File: config.mk
export PLATFORM = sky130hd
export DESIGN_NAME = casc_timer_group
export DESIGN_NICKNAME = d
export VERILOG_FILES = /design/src/rtl/ctg_pkg.sv /design/src/rtl/ctg_prescale.sv /design/src/rtl/ctg_chan.sv /design/src/rtl/casc_timer_group.sv
export SDC_FILE = /design/constraint.sdc
export NUM_CORES = 1
export LEC_CHECK = 0
export ABC_AREA = 0
export BUFFER_PORTS_ARGS = -buffer_cell sky130_fd_sc_hd__buf_2
export CAP_MARGIN = 20
export CORE_ASPECT_RATIO = 2
export CORE_MARGIN = 3
export CORE_UTILIZATION = 30
export DETAILED_ROUTE_END_ITERATION = 10
export PLACE_DENSITY = 0.49
export SLEW_MARGIN = 20
export SYNTH_ARGS = -nofsm -noshare
export SYNTH_HDL_FRONTEND = slang
export SYNTH_SLANG_ARGS = --single-unit
File: constraint.sdc
create_clock -name clk -period 4.5 [get_ports clk]
set_input_delay 0.675 -clock clk [delete_from_list [all_inputs] [get_ports clk]]
set_output_delay 0.675 -clock clk [all_outputs]
set_load 0.005 [all_outputs]
File: src/rtl/ctg_pkg.sv
package ctg_pkg;
   typedef enum logic [1:0] {
      ROLE_LONE = 2'd0,
      ROLE_LOW  = 2'd1,
      ROLE_HIGH = 2'd2
   } role_e;

   // per-counter word kinds (address bits 3:2)
   localparam int KIND_CUR  = 0;
   localparam int KIND_BASE = 1;
   localparam int KIND_VEC  = 2;
   localparam int KIND_DST  = 3;

   // group control field positions
   localparam int CHAIN_LSB = 0;
   localparam int DIV_LSB   = 8;
   localparam int ROLL_LSB  = 24;
   localparam int GCTL_WORD = 64;
endpackage

File: src/rtl/ctg_prescale.sv
module ctg_prescale #(
   parameter int DIV_LOG2 = 3,
   parameter int SEL_W    = 2
) (
   input  logic             clk,
   input  logic             rst_n,
   input  logic [SEL_W-1:0] sel_i,
   output logic             tick_o
);
   localparam int PW = DIV_LOG2 + (1 << SEL_W) - 1;

   if (DIV_LOG2 < 1) begin : g_bad_div
      $error("ctg_prescale: DIV_LOG2 must be at least 1");
   end

   logic [PW-1:0] cnt_q;
   logic [PW-1:0] lim;
   logic [PW:0]   span;

   always_comb begin
      span = (PW+1)'(1) << (DIV_LOG2 + int'(sel_i));
      lim  = PW'(span - (PW+1)'(1));
   end

   always_ff @(posedge clk or negedge rst_n) begin
      if (!rst_n) begin
         cnt_q  <= '0;
         tick_o <= 1'b0;
      end else if (cnt_q >= lim) begin
         cnt_q  <= '0;
         tick_o <= 1'b1;
      end else begin
         cnt_q  <= cnt_q + 1'b1;
         tick_o <= 1'b0;
      end
   end

   // ticks are single-cycle pulses separated by at least two cycles
   assert_tick_gap_R5: assert property (@(posedge clk) disable iff (!rst_n)
      tick_o |=> !tick_o);
endmodule

File: src/rtl/ctg_chan.sv
module ctg_chan
   import ctg_pkg::*;
#(
   parameter int W = 32
) (
   input  logic         clk,
   input  logic         rst_n,
   input  logic         tick_i,
   input  role_e        role_i,
   input  logic         run_i,
   input  logic         roll_en_i,
   input  logic         partner_zero_i,
   input  logic         wr_base_i,
   input  logic         wr_ack_i,
   input  logic [W-1:0] wdata_i,
   output logic         zero_o,
   output logic [W-1:0] cur_o,
   output logic [W-1:0] base_o,
   output logic         pend_o
);
   if (W < 8) begin : g_bad_w
      $error("ctg_chan: W must be at least 8");
   end

   logic [W-1:0] cnt_q, base_q, cnt_d;
   logic         tog_q, tog_d, pend_q, fire;
   logic         zero_full, zero_low;
   logic [W-2:0] low_m1;

   assign zero_full = (cnt_q == '0);
   assign zero_low  = (cnt_q[W-2:0] == '0);
   assign low_m1    = cnt_q[W-2:0] - 1'b1;
   assign zero_o    = (role_i == ROLE_LOW) ? zero_full : zero_low;

   always_comb begin
      cnt_d = cnt_q;
      tog_d = tog_q;
      fire  = 1'b0;
      if (tick_i && run_i) begin
         unique case (role_i)
            ROLE_LOW: begin
               if (zero_full)
                  cnt_d = (!partner_zero_i && roll_en_i) ? '1 : base_q;
               else
                  cnt_d = cnt_q - 1'b1;
            end
            ROLE_HIGH: begin
               if (partner_zero_i) begin
                  if (zero_low) begin
                     cnt_d = {1'b0, base_q[W-2:0]};
                     tog_d = ~tog_q;
                     fire  = 1'b1;
                  end else begin
                     cnt_d = {1'b0, low_m1};
                  end
               end
            end
            default: begin
               if (zero_low) begin
                  cnt_d = {1'b0, base_q[W-2:0]};
                  tog_d = ~tog_q;
                  fire  = 1'b1;
               end else begin
                  cnt_d = {1'b0, low_m1};
               end
            end
         endcase
      end
   end

   always_ff @(posedge clk or negedge rst_n) begin
      if (!rst_n) begin
         base_q <= {1'b1, {(W-1){1'b0}}};
         cnt_q  <= '0;
         tog_q  <= 1'b0;
         pend_q <= 1'b0;
      end else begin
         if (wr_base_i) begin
            base_q <= wdata_i;
            cnt_q  <= wdata_i;
         end else begin
            cnt_q <= cnt_d;
            tog_q <= tog_d;
         end
         if (fire && !wr_base_i)
            pend_q <= 1'b1;
         else if (wr_ack_i)
            pend_q <= 1'b0;
      end
   end

   assign cur_o  = (role_i == ROLE_LOW) ? cnt_q : {tog_q, cnt_q[W-2:0]};
   assign base_o = base_q;
   assign pend_o = pend_q;

   assert_inhibit_hold_R3: assert property (@(posedge clk) disable iff (!rst_n)
      (!run_i && !wr_base_i) |=> $stable(cnt_q));
   assert_irq_on_tick_R6: assert property (@(posedge clk) disable iff (!rst_n)
      $rose(pend_q) |-> $past(tick_i));
   assert_toggle_with_irq_R6: assert property (@(posedge clk) disable iff (!rst_n)
      !$stable(tog_q) |-> pend_q);
   assert_high_waits_R8: assert property (@(posedge clk) disable iff (!rst_n)
      (role_i == ROLE_HIGH && !partner_zero_i && !wr_base_i) |=> $stable(cnt_q));
   assert_low_silent_R10: assert property (@(posedge clk) disable iff (!rst_n)
      $rose(pend_q) |-> ($past(role_i) != ROLE_LOW));
endmodule

File: src/rtl/casc_timer_group.sv
module casc_timer_group
   import ctg_pkg::*;
#(
   parameter int N_TMR    = 4,
   parameter int DATA_W   = 32,
   parameter int ADDR_W   = 7,
   parameter int DIV_LOG2 = 3
) (
   input  logic              clk,
   input  logic              rst_n,
   input  logic              wr_en,
   input  logic [ADDR_W-1:0] addr,
   input  logic [DATA_W-1:0] wdata,
   output logic [DATA_W-1:0] rdata,
   output logic [N_TMR-1:0]  irq_n
);
   localparam int NC = N_TMR - 1;

   if (N_TMR < 2 || N_TMR > 4) begin : g_bad_n
      $error("casc_timer_group: N_TMR must be 2..4");
   end
   if (DATA_W < ROLL_LSB + NC) begin : g_bad_w
      $error("casc_timer_group: DATA_W too small for rollover field");
   end
   if (ADDR_W < 7) begin : g_bad_a
      $error("casc_timer_group: ADDR_W must be at least 7");
   end

   // address decode
   logic [1:0] idx, kind;
   logic       is_tmr, is_gctl;
   assign idx     = addr[5:4];
   assign kind    = addr[3:2];
   assign is_tmr  = (addr[ADDR_W-1:6] == '0) && (addr[1:0] == 2'b00) &&
                    (int'(idx) < N_TMR);
   assign is_gctl = (addr == ADDR_W'(GCTL_WORD));

   // group control
   logic [NC-1:0] chain_q, roll_q, eff;
   logic [1:0]    div_q;
   logic          tick;

   always_ff @(posedge clk or negedge rst_n) begin
      if (!rst_n) begin
         chain_q <= '0;
         roll_q  <= '0;
         div_q   <= 2'd0;
      end else if (wr_en && is_gctl) begin
         chain_q <= wdata[CHAIN_LSB +: NC];
         roll_q  <= wdata[ROLL_LSB +: NC];
         div_q   <= wdata[DIV_LSB +: 2];
      end
   end

   // lowest chain wins where two requested chains share a counter
   always_comb begin
      logic prev, t;
      prev = 1'b0;
      for (int i = 0; i < NC; i++) begin
         t      = chain_q[i] & ~prev;
         eff[i] = t;
         prev   = t;
      end
   end

   ctg_prescale #(.DIV_LOG2(DIV_LOG2), .SEL_W(2)) u_pre (
      .clk    (clk),
      .rst_n  (rst_n),
      .sel_i  (div_q),
      .tick_o (tick)
   );

   logic [DATA_W-1:0] cur_rd  [N_TMR];
   logic [DATA_W-1:0] base_rd [N_TMR];
   logic [DATA_W-1:0] vec_rd  [N_TMR];
   logic [DATA_W-1:0] dst_rd  [N_TMR];
   logic [N_TMR-1:0]  zero, pend;

   for (genvar n = 0; n < N_TMR; n++) begin : g_ch
      logic  lo_ok, hi_ok, up_zero, up_run, up_roll, dn_zero;
      logic  wr_base, wr_vec, wr_dst, run;
      role_e role;
      logic [DATA_W-1:0] vec_r, dst_r;

      if (n < N_TMR - 1) begin : g_up
         assign lo_ok   = eff[n];
         assign up_zero = zero[n+1];
         assign up_run  = ~base_rd[n+1][DATA_W-1];
         assign up_roll = roll_q[n];
      end else begin : g_noup
         assign lo_ok   = 1'b0;
         assign up_zero = 1'b0;
         assign up_run  = 1'b0;
         assign up_roll = 1'b0;
      end
      if (n > 0) begin : g_dn
         assign hi_ok   = eff[n-1];
         assign dn_zero = zero[n-1];
      end else begin : g_nodn
         assign hi_ok   = 1'b0;
         assign dn_zero = 1'b0;
      end

      assign role = lo_ok ? ROLE_LOW : (hi_ok ? ROLE_HIGH : ROLE_LONE);
      assign run  = lo_ok ? up_run : ~base_rd[n][DATA_W-1];

      assign wr_base = wr_en && is_tmr && (idx == 2'(n)) && (kind == 2'(KIND_BASE));
      assign wr_vec  = wr_en && is_tmr && (idx == 2'(n)) && (kind == 2'(KIND_VEC));
      assign wr_dst  = wr_en && is_tmr && (idx == 2'(n)) && (kind == 2'(KIND_DST));

      always_ff @(posedge clk or negedge rst_n) begin
         if (!rst_n) begin
            vec_r <= '0;
            dst_r <= '0;
         end else begin
            if (wr_vec) vec_r <= wdata;
            if (wr_dst) dst_r <= wdata;
         end
      end
      assign vec_rd[n] = vec_r;
      assign dst_rd[n] = dst_r;

      ctg_chan #(.W(DATA_W)) u_ch (
         .clk            (clk),
         .rst_n          (rst_n),
         .tick_i         (tick),
         .role_i         (role),
         .run_i          (run),
         .roll_en_i      (up_roll),
         .partner_zero_i (lo_ok ? up_zero : dn_zero),
         .wr_base_i      (wr_base),
         .wr_ack_i       (wr_dst),
         .wdata_i        (wdata),
         .zero_o         (zero[n]),
         .cur_o          (cur_rd[n]),
         .base_o         (base_rd[n]),
         .pend_o         (pend[n])
      );
   end

   always_comb begin
      rdata = '0;
      if (is_gctl) begin
         rdata[CHAIN_LSB +: NC] = chain_q;
         rdata[DIV_LSB +: 2]    = div_q;
         rdata[ROLL_LSB +: NC]  = roll_q;
      end else if (is_tmr) begin
         unique case (kind)
            2'(KIND_CUR):  rdata = cur_rd[idx];
            2'(KIND_BASE): rdata = base_rd[idx];
            2'(KIND_VEC):  rdata = vec_rd[idx];
            default:       rdata = dst_rd[idx];
         endcase
      end
   end

   assign irq_n = ~pend;

   // chained pairs never overlap
   assert_chain_disjoint_R11: assert property (@(posedge clk) disable iff (!rst_n)
      $countones(eff) <= (NC + 1) / 2);
endmodule

; ---- After elaboration in Yosys (flattened, before gate mapping)
; Index checks and enable logic that the tools add are counted.
[classes]
addsub = 11
n_eq_ne = 23
shifts = 1
n_lt_le_gt_ge = 2
n_bitwise = 23
muxes = 105
n_reduce_logical = 64
[op_table]
columns = cell, count
row1 = 2-to-1 mux 32 bit, 32
row2 = binary-select mux 32 bit (select 2 bit), 4
row3 = case mux 32 bit (2 select lines), 4
row4 = zero test 32 bit, 4
row5 = "subtractor 32 x 1 -> 32 bit, second input constant", 4
row6 = zero test 31 bit, 4
row7 = 2-to-1 mux 31 bit, 4
row8 = "subtractor 31 x 1 -> 31 bit, second input constant", 4
row9 = case mux 32 bit (3 select lines), 1
row10 = 2-to-1 mux 1 bit, 40
row11 = "left shift 1 x 32 -> 6 bit, first input constant", 1
row12 = logical AND 1 bit, 30
row13 = inverter 1 bit, 19
row14 = case mux 1 bit (2 select lines), 8
row15 = AND reduction 4 bit, 4
row16 = nonzero test 2 bit, 8
row17 = "== test 2 bit, second input constant", 7
row18 = 2-to-1 mux 14 bit, 1
row19 = 2-to-1 mux 2 bit, 6
row20 = "== test 2 x 1 -> 1 bit, second input constant", 5
row21 = 2-to-1 mux 5 bit, 2
row22 = "inequality test 3 x 1 -> 1 bit, second input constant", 3
row23 = AND reduction 2 bit, 4
row24 = "== test 7 bit, second input constant", 1
row25 = 17 further kinds, 29
[totals]
output_inout_bits = 36
wordCells = 258
in_bits = 42
ff_bits = 535

; ---- Depth between registers and ports, before layout
[depth]
word_depth = 15
mapped_depth = 11
mapped_depth_nobuf = 9

; ---- Modules after synthesis
; Synthesis repeated with hierarchy kept, for this count alone.
[hier_totals]
cells_unflattened = 2797
hier_area_um2 = 31376.3
[by_module_without_submodules]
columns = module, cells_per_inst, area_per_inst_um2, seq_area_each_um2, instances
row1 = casc_timer_group, 903, 14443.9, 6606.3, 1
row2 = ctg_chan at g_ch[2].u_ch ..., 464, 4222.8, 1652.8, 2
row3 = ctg_chan at g_ch[0].u_ch ..., 464, 4051.4, 1652.8, 2
row4 = ctg_prescale, 38, 384.1, 175.2, 1

; ---- Worst setup path before layout
; No wires, ideal clock.
[synth_timing]
kind = in2out
startpoint = in addr[5]
endpoint = out rdata[0]
required_time_ns = 3.825
n_path_buf = 4
arrival_ns = 2.985
path_stages = 8
path_slack_ns = 0.840
cell_sequence = clkbuf_1 -> buf_1 -> clkbuf_1 -> clkbuf_1 -> mux4_2 -> mux4_2 -> nand2_1 -> o21ai_0
[synth_between]
elab_chain_len = 7
word_cells_on_any_way = 17
classes_between = eq/ne: 1 / mux: 15 / bitwise: 1
[synth_lines]
columns = element, line_no
row1 = "start, declared", casc_timer_group.sv:12  ; input logic [ADDR_W-1:0] addr,
row2 = inverter 2 -> 3 bit (implied by the code), -
row3 = "binary-select mux 32 bit (select 2 bit), on equally long branches", -
row4 = "2-to-1 mux 32 bit, on equally long branches (2 in series)", -
row5 = case mux 32 bit (3 select lines), casc_timer_group.sv:148  ; unique case (kind)
row6 = 2-to-1 mux 32 bit, casc_timer_group.sv:147  ; end else if (is_tmr) begin
row7 = 2-to-1 mux 3 bit *, casc_timer_group.sv:143  ; if (is_gctl) begin
row8 = "end, declared", casc_timer_group.sv:14  ; output logic [DATA_W-1:0] rdata,
; Mark *: on every way between the ends. The rest lies on a longest branch, timed or not. The select of a mux whose other input is x is not followed.

; ---- Final worst setup path
[layout_timing]
startpoint = reg chain_q[0]
endpoint = out rdata[31]
[layout_between]
elab_chain_len = 13
word_cells_on_any_way = 24
classes_between = eq/ne: 4 / mux: 16 / bitwise: 4
[layout_lines]
columns = element, line_no
row1 = "start, declared", casc_timer_group.sv:39  ; logic [NC-1:0] chain_q, roll_q, eff;
row2 = "start signal, assigned", casc_timer_group.sv:49  ; chain_q <= wdata[CHAIN_LSB +: NC];
row3 = inverter 1 bit, casc_timer_group.sv:60  ; t = chain_q[i] & ~prev;
row4 = AND 1 bit, casc_timer_group.sv:60
row5 = inverter 1 bit, casc_timer_group.sv:60
row6 = AND 1 bit, casc_timer_group.sv:60
row7 = 2-to-1 mux 2 bit, casc_timer_group.sv:104  ; assign role = lo_ok ? ROLE_LOW : (hi_ok ? ROLE_HIGH : ROLE_LONE);
row8 = == test 2 x 1 -> 1 bit, ctg_chan.sv:92  ; assign cur_o = (role_i == ROLE_LOW) ? cnt_q : {tog_q, cnt_q[W-2:0]};
row9 = 2-to-1 mux 32 bit, ctg_chan.sv:92
row10 = binary-select mux 32 bit (select 2 bit) *, casc_timer_group.sv:149  ; 2'(KIND_CUR): rdata = cur_rd[idx];
row11 = 2-to-1 mux 32 bit (implied by the code) * (2 in series), casc_timer_group.sv:149
row12 = case mux 32 bit (3 select lines) *, casc_timer_group.sv:148
row13 = 2-to-1 mux 32 bit *, casc_timer_group.sv:147
row14 = 2-to-1 mux 5 bit *, casc_timer_group.sv:143
; Marks and branches as above.

==> impl_metrics.py <==
metrics = {
    "floorplan": {
        "pin_count": 78,
        "die_w_microns": 227,
        "die_h_microns": 447,
        "die_area_sq_mm": 0.101,
        "start_util": 0.303,
        "row_count": 161,
        "core-area_sq_mm": 0.0963,
    },
    "synth": {
        "synth-adder-area-share": 0.00686,
        "synth-seq-cells": 534,
        "synth.avg_cell_area_sq_um": 10.6,
        "synth.area.mux_share": 0.228,
        "ys_async_sr_fraction": 1.00,
        "synth_xor_area_frac": 0.0288,
        "synth-compound-area-share": 0.0897,
        "netlist_top_cells_area": "dfrtp_1 (45%), mux4_2 (12%), mux2_2 (10%), nand2_1 (6.4%), clkbuf_1 (2.4%)",
        "synth_cells": 2747,
        "syn_area_sq_mm": 0.0292,
        "synth_edf_count": 0,
        "ys_seq_area_frac": 0.458,
        "synth_top_area_frac": 0.455,
        "ys_warn_count": 0,
        "yosysUniqueCellTypes": 72,
        "synth_top_family_by_area": "multiplexers",
        "yosysTopAreaCell": "dfrtp_1",
        "yosys_most_used_dff": "dfrtp_1",
        "yosys.area_share.simple": 0.156,
    },
    "final_layout": {
        "seq_area_sq_mm": 0.0134,
        "fillCellCount": 9591,
        "final_cell_area_sq_mm": 0.0332,
        "drive_gt1_frac": 0.265,
        "area_growth_pct": 13.7,
        "multi_input_area_sq_mm": 0.0150,
        "final_util": 0.344,
        "layout.nets": 2845,
    },
    "global_routing": {
        "grt_max_degree": 110,
        "grt_pass1_vias": 24145,
        "overflow": 0,
        "grt_pass1_wl_microns": 172000,
        "grt.total_usage": 0.235,
        "antenna_found_initial": 4,
    },
    "clock_tree": {
        "clk_pin_slew_ns": 0.08,
        "clockBufferDepth": 3,
        "cts_num_sinks": 534,
        "clock-root-buffer": "clkbuf_16",
        "ctsHtreeMaxLevel": 2,
        "postCtsSetupBuffers": 0,
        "cts_made_buffers": 49,
        "clock_latency_ns": 0.64,
        "hold_buffers": 0,
        "cts_tree": "yes",
        "cts_resized": 0,
    },
    "critical_path": {
        "startpoint": "chain_q[0]",
        "cpPeakStageDelay_ns": 0.75,
        "cp-end-kind": "output port",
        "rrSetupSlack_ns": 0.82,
        "cp_cell_sequence": "nand2b_1 -> nand2_1 -> nand2_1 -> nand3_1 -> a31oi_1 -> nor2_1 -> buf_2",
        "path_common_cell": "nand2_1",
        "startpoint_type": "flip-flop",
        "worstPathRequired_ns": 3.83,
        "cp_max_fo": 16,
        "reg2regPathDepth": 9,
        "setup.worst_path.class": "flip-flop to output port",
        "cpMaxStageDelayCell": "nand2b_1",
        "r2r_start": "g_ch[0].u_ch.cnt_q[6]",
        "worstReg2RegEnd": "g_ch[0].u_ch.cnt_q[20]",
        "arrival_ns": 3.35,
        "cp.depth": 7,
        "crit_end": "rdata[31]",
        "path_buf_inv": 1,
        "critPathTopFamily": "simple AND/OR/NAND/NOR gates",
    },
    "placed_design": {
        "hpwl_microns": 85500,
        "pre_cts_slack_ns": 0.661,
        "numPortBuffers": 77,
        "dpl_cell_area_sq_mm": 0.0315,
        "place_congestion": 1.01,
    },
    "sta": {
        "min_period_ns": 4.02,
        "hold_violations": 0,
        "finalSetupViolCount": 0,
        "fin_ws_ns": 0.475,
        "max_slew_margin": 0.246,
        "grt_setup_unrepaired": "no",
        "worst_slew_pin_slew_ns": 1.13,
        "clock.fmax_ghz": 0.248,
        "worst_clock_skew_ns": 0.0270,
        "slew_violations": 0,
        "finalCritPeriodShare": 0.894,
        "tns_ns": 0,
    },
    "detailed_routing": {
        "drt_iter0_drc": 2131,
        "drc": 0,
        "vias_per_cell": 5.85,
        "vias": 23706,
        "first_pass_iters": 6,
        "wl_per_cell_microns": 29.5,
        "drt-total-wl_microns": 119000,
        "ant_nets": 0,
    },
    "worst_hold_path": {
        "min_path_type": "input port to asynchronous set/reset pin",
    },
    "flow_run": {
        "max-cap-violations": 0,
    },
    "power": {
        "totalPowerFinal_mw": 16.3,
        "irDropWorstVdd_v": 0.000335,
        "power_density_mw_per_mm2": 493,
        "p_leak_nw": 15.0,
    },
    "outcome": {
        "outcome": "finished clean",
    },
}
[registers in the layout, summed over array words and instances (netlist names), 2 cells and up]
name	count
g_ch.u_ch.pend_o	4
g_ch.vec_r	128
chain_q	3
div_q	2
g_ch.u_ch.base_o	128
g_ch.dst_r	128
g_ch.u_ch.tog_q	4
roll_q	3
u_pre.cnt_q	6
g_ch.u_ch.cnt_q	127
[Yosys cell counts, types with 6 or more instances]
| cell type | count |
|---|---|
| a221o_1 | 8 |
| clkbuf_1 | 188 |
| buf_1 | 22 |
| a211oi_1 | 20 |
| o2bb2ai_1 | 6 |
| inv_1 | 25 |
| or3_1 | 23 |
| nor2b_1 | 8 |
| buf_2 | 6 |
| mux4_2 | 158 |
| dfrtp_1 | 530 |
| o21ai_1 | 8 |
| o21a_1 | 6 |
| ha_1 | 16 |
| o221ai_1 | 8 |
| nor4b_1 | 6 |
| o22ai_1 | 20 |
| or2_2 | 10 |
| mux2_2 | 267 |
| nor2_1 | 147 |
| nand3_1 | 66 |
| o211ai_1 | 29 |
| nor4_1 | 50 |
| mux2i_1 | 8 |
| a31oi_1 | 7 |
| and2_1 | 26 |
| a21o_1 | 12 |
| xnor2_1 | 56 |
| or4_1 | 19 |
| xor2_1 | 40 |
| o21ai_0 | 123 |
| nand2_1 | 499 |
| nor3_1 | 66 |
| a211o_1 | 7 |
| nand3b_1 | 8 |
| o41ai_1 | 6 |
| and3_1 | 17 |
| nand4_1 | 21 |
| o31ai_1 | 6 |
| a21oi_1 | 134 |
[per-stage QoR]
stage	hold slack, ns	instances
6_report	0.0577	4050
5_1_grt	0.138	4047
4_1_cts	0.122	4047
3_5_place_dp	0.468	3958
3_3_place_gp	0.465	3958
2_1_floorplan	0.379	2749
[power breakdown]
group          switching, mW  internal [mW]  leakage, nW
sequential              1.26           5.57         7.07
combinational           2.94           2.03         7.11
clock                   2.08           2.46        0.798
[routing by layer]
layer,track usage,vias up,share of wire
li1,-,10021,-
met5,0,-,0.00019
met2,0.411,1161,0.51
met3,0.0338,409,0.057
met1,0.260,12111,0.35
met4,0.163,4,0.084
[worst register-to-register path, stage by stage (launching register included)]
cell	delay, ns
dfrtp_1	0.54
or4_4	0.62
or3_4	0.39
or4_1	0.82
buf_4	0.30
nor2_1	0.10
buf_4	0.18
a21oi_1	0.28
o21a_1	0.22
o21ai_0	0.15
[layout make-up]
type                    instances  area share
diodes                          3    0.000226
clock buffers                  68      0.0418
clock inverters                21     0.00819
inverters                      25     0.00283
multi-input cells            1971       0.452
flip-flops and latches        534       0.403
well taps                    1222      0.0461
repair buffers                206      0.0461
[cell families after synthesis]
family,Yosys count
AND/OR/NAND/NOR,993
flip-flops,534
multiplexers,434
AO/OA/AOI/OAI,429
buffers and inverters,244
XOR/XNOR,96
adder cells (fa/ha/maj),16
other,1
[placed cells by master (no fill, tap or decap), drive strengths merged, types with 12 or more instances in the layout]
cell type  Yosys  routed
a211oi        20      20
o22ai         20      20
a21o          12      12
or4           20      20
o211ai        29      29
nand4         21      21
and2          27      27
nor2         147     147
buf           31     205
xnor2         56      56
dfrtp        530     530
a21oi        134     134
nand2        499     499
mux4         158     158
mux2         268     268
ha            16      16
or3           24      24
nor4          51      51
clkbuf       188      69
inv           25      28
and3          17      17
xor2          40      40
or2           13      13
o21ai        131     131
nand3         66      66
nor3          66      66
[how the worst min path moves through the flow]
| stage | from | end | cells after the start |
|---|---|---|---|
| 4_1_cts | rst_n | g_ch[0].vec_r[6] | 1 |
| 3_3_place_gp | g_ch[3].u_ch.base_o[31] | g_ch[3].u_ch.base_o[31] | 2 |
| 6_report | rst_n | g_ch[0].vec_r[6] | 1 |
| 2_1_floorplan | rst_n | chain_q[0] | 0 |
| 5_1_grt | rst_n | g_ch[0].vec_r[6] | 1 |
| 3_5_place_dp | g_ch[2].u_ch.tog_q | g_ch[2].u_ch.tog_q | 1 |
Power figures use the tool's default switching activity.
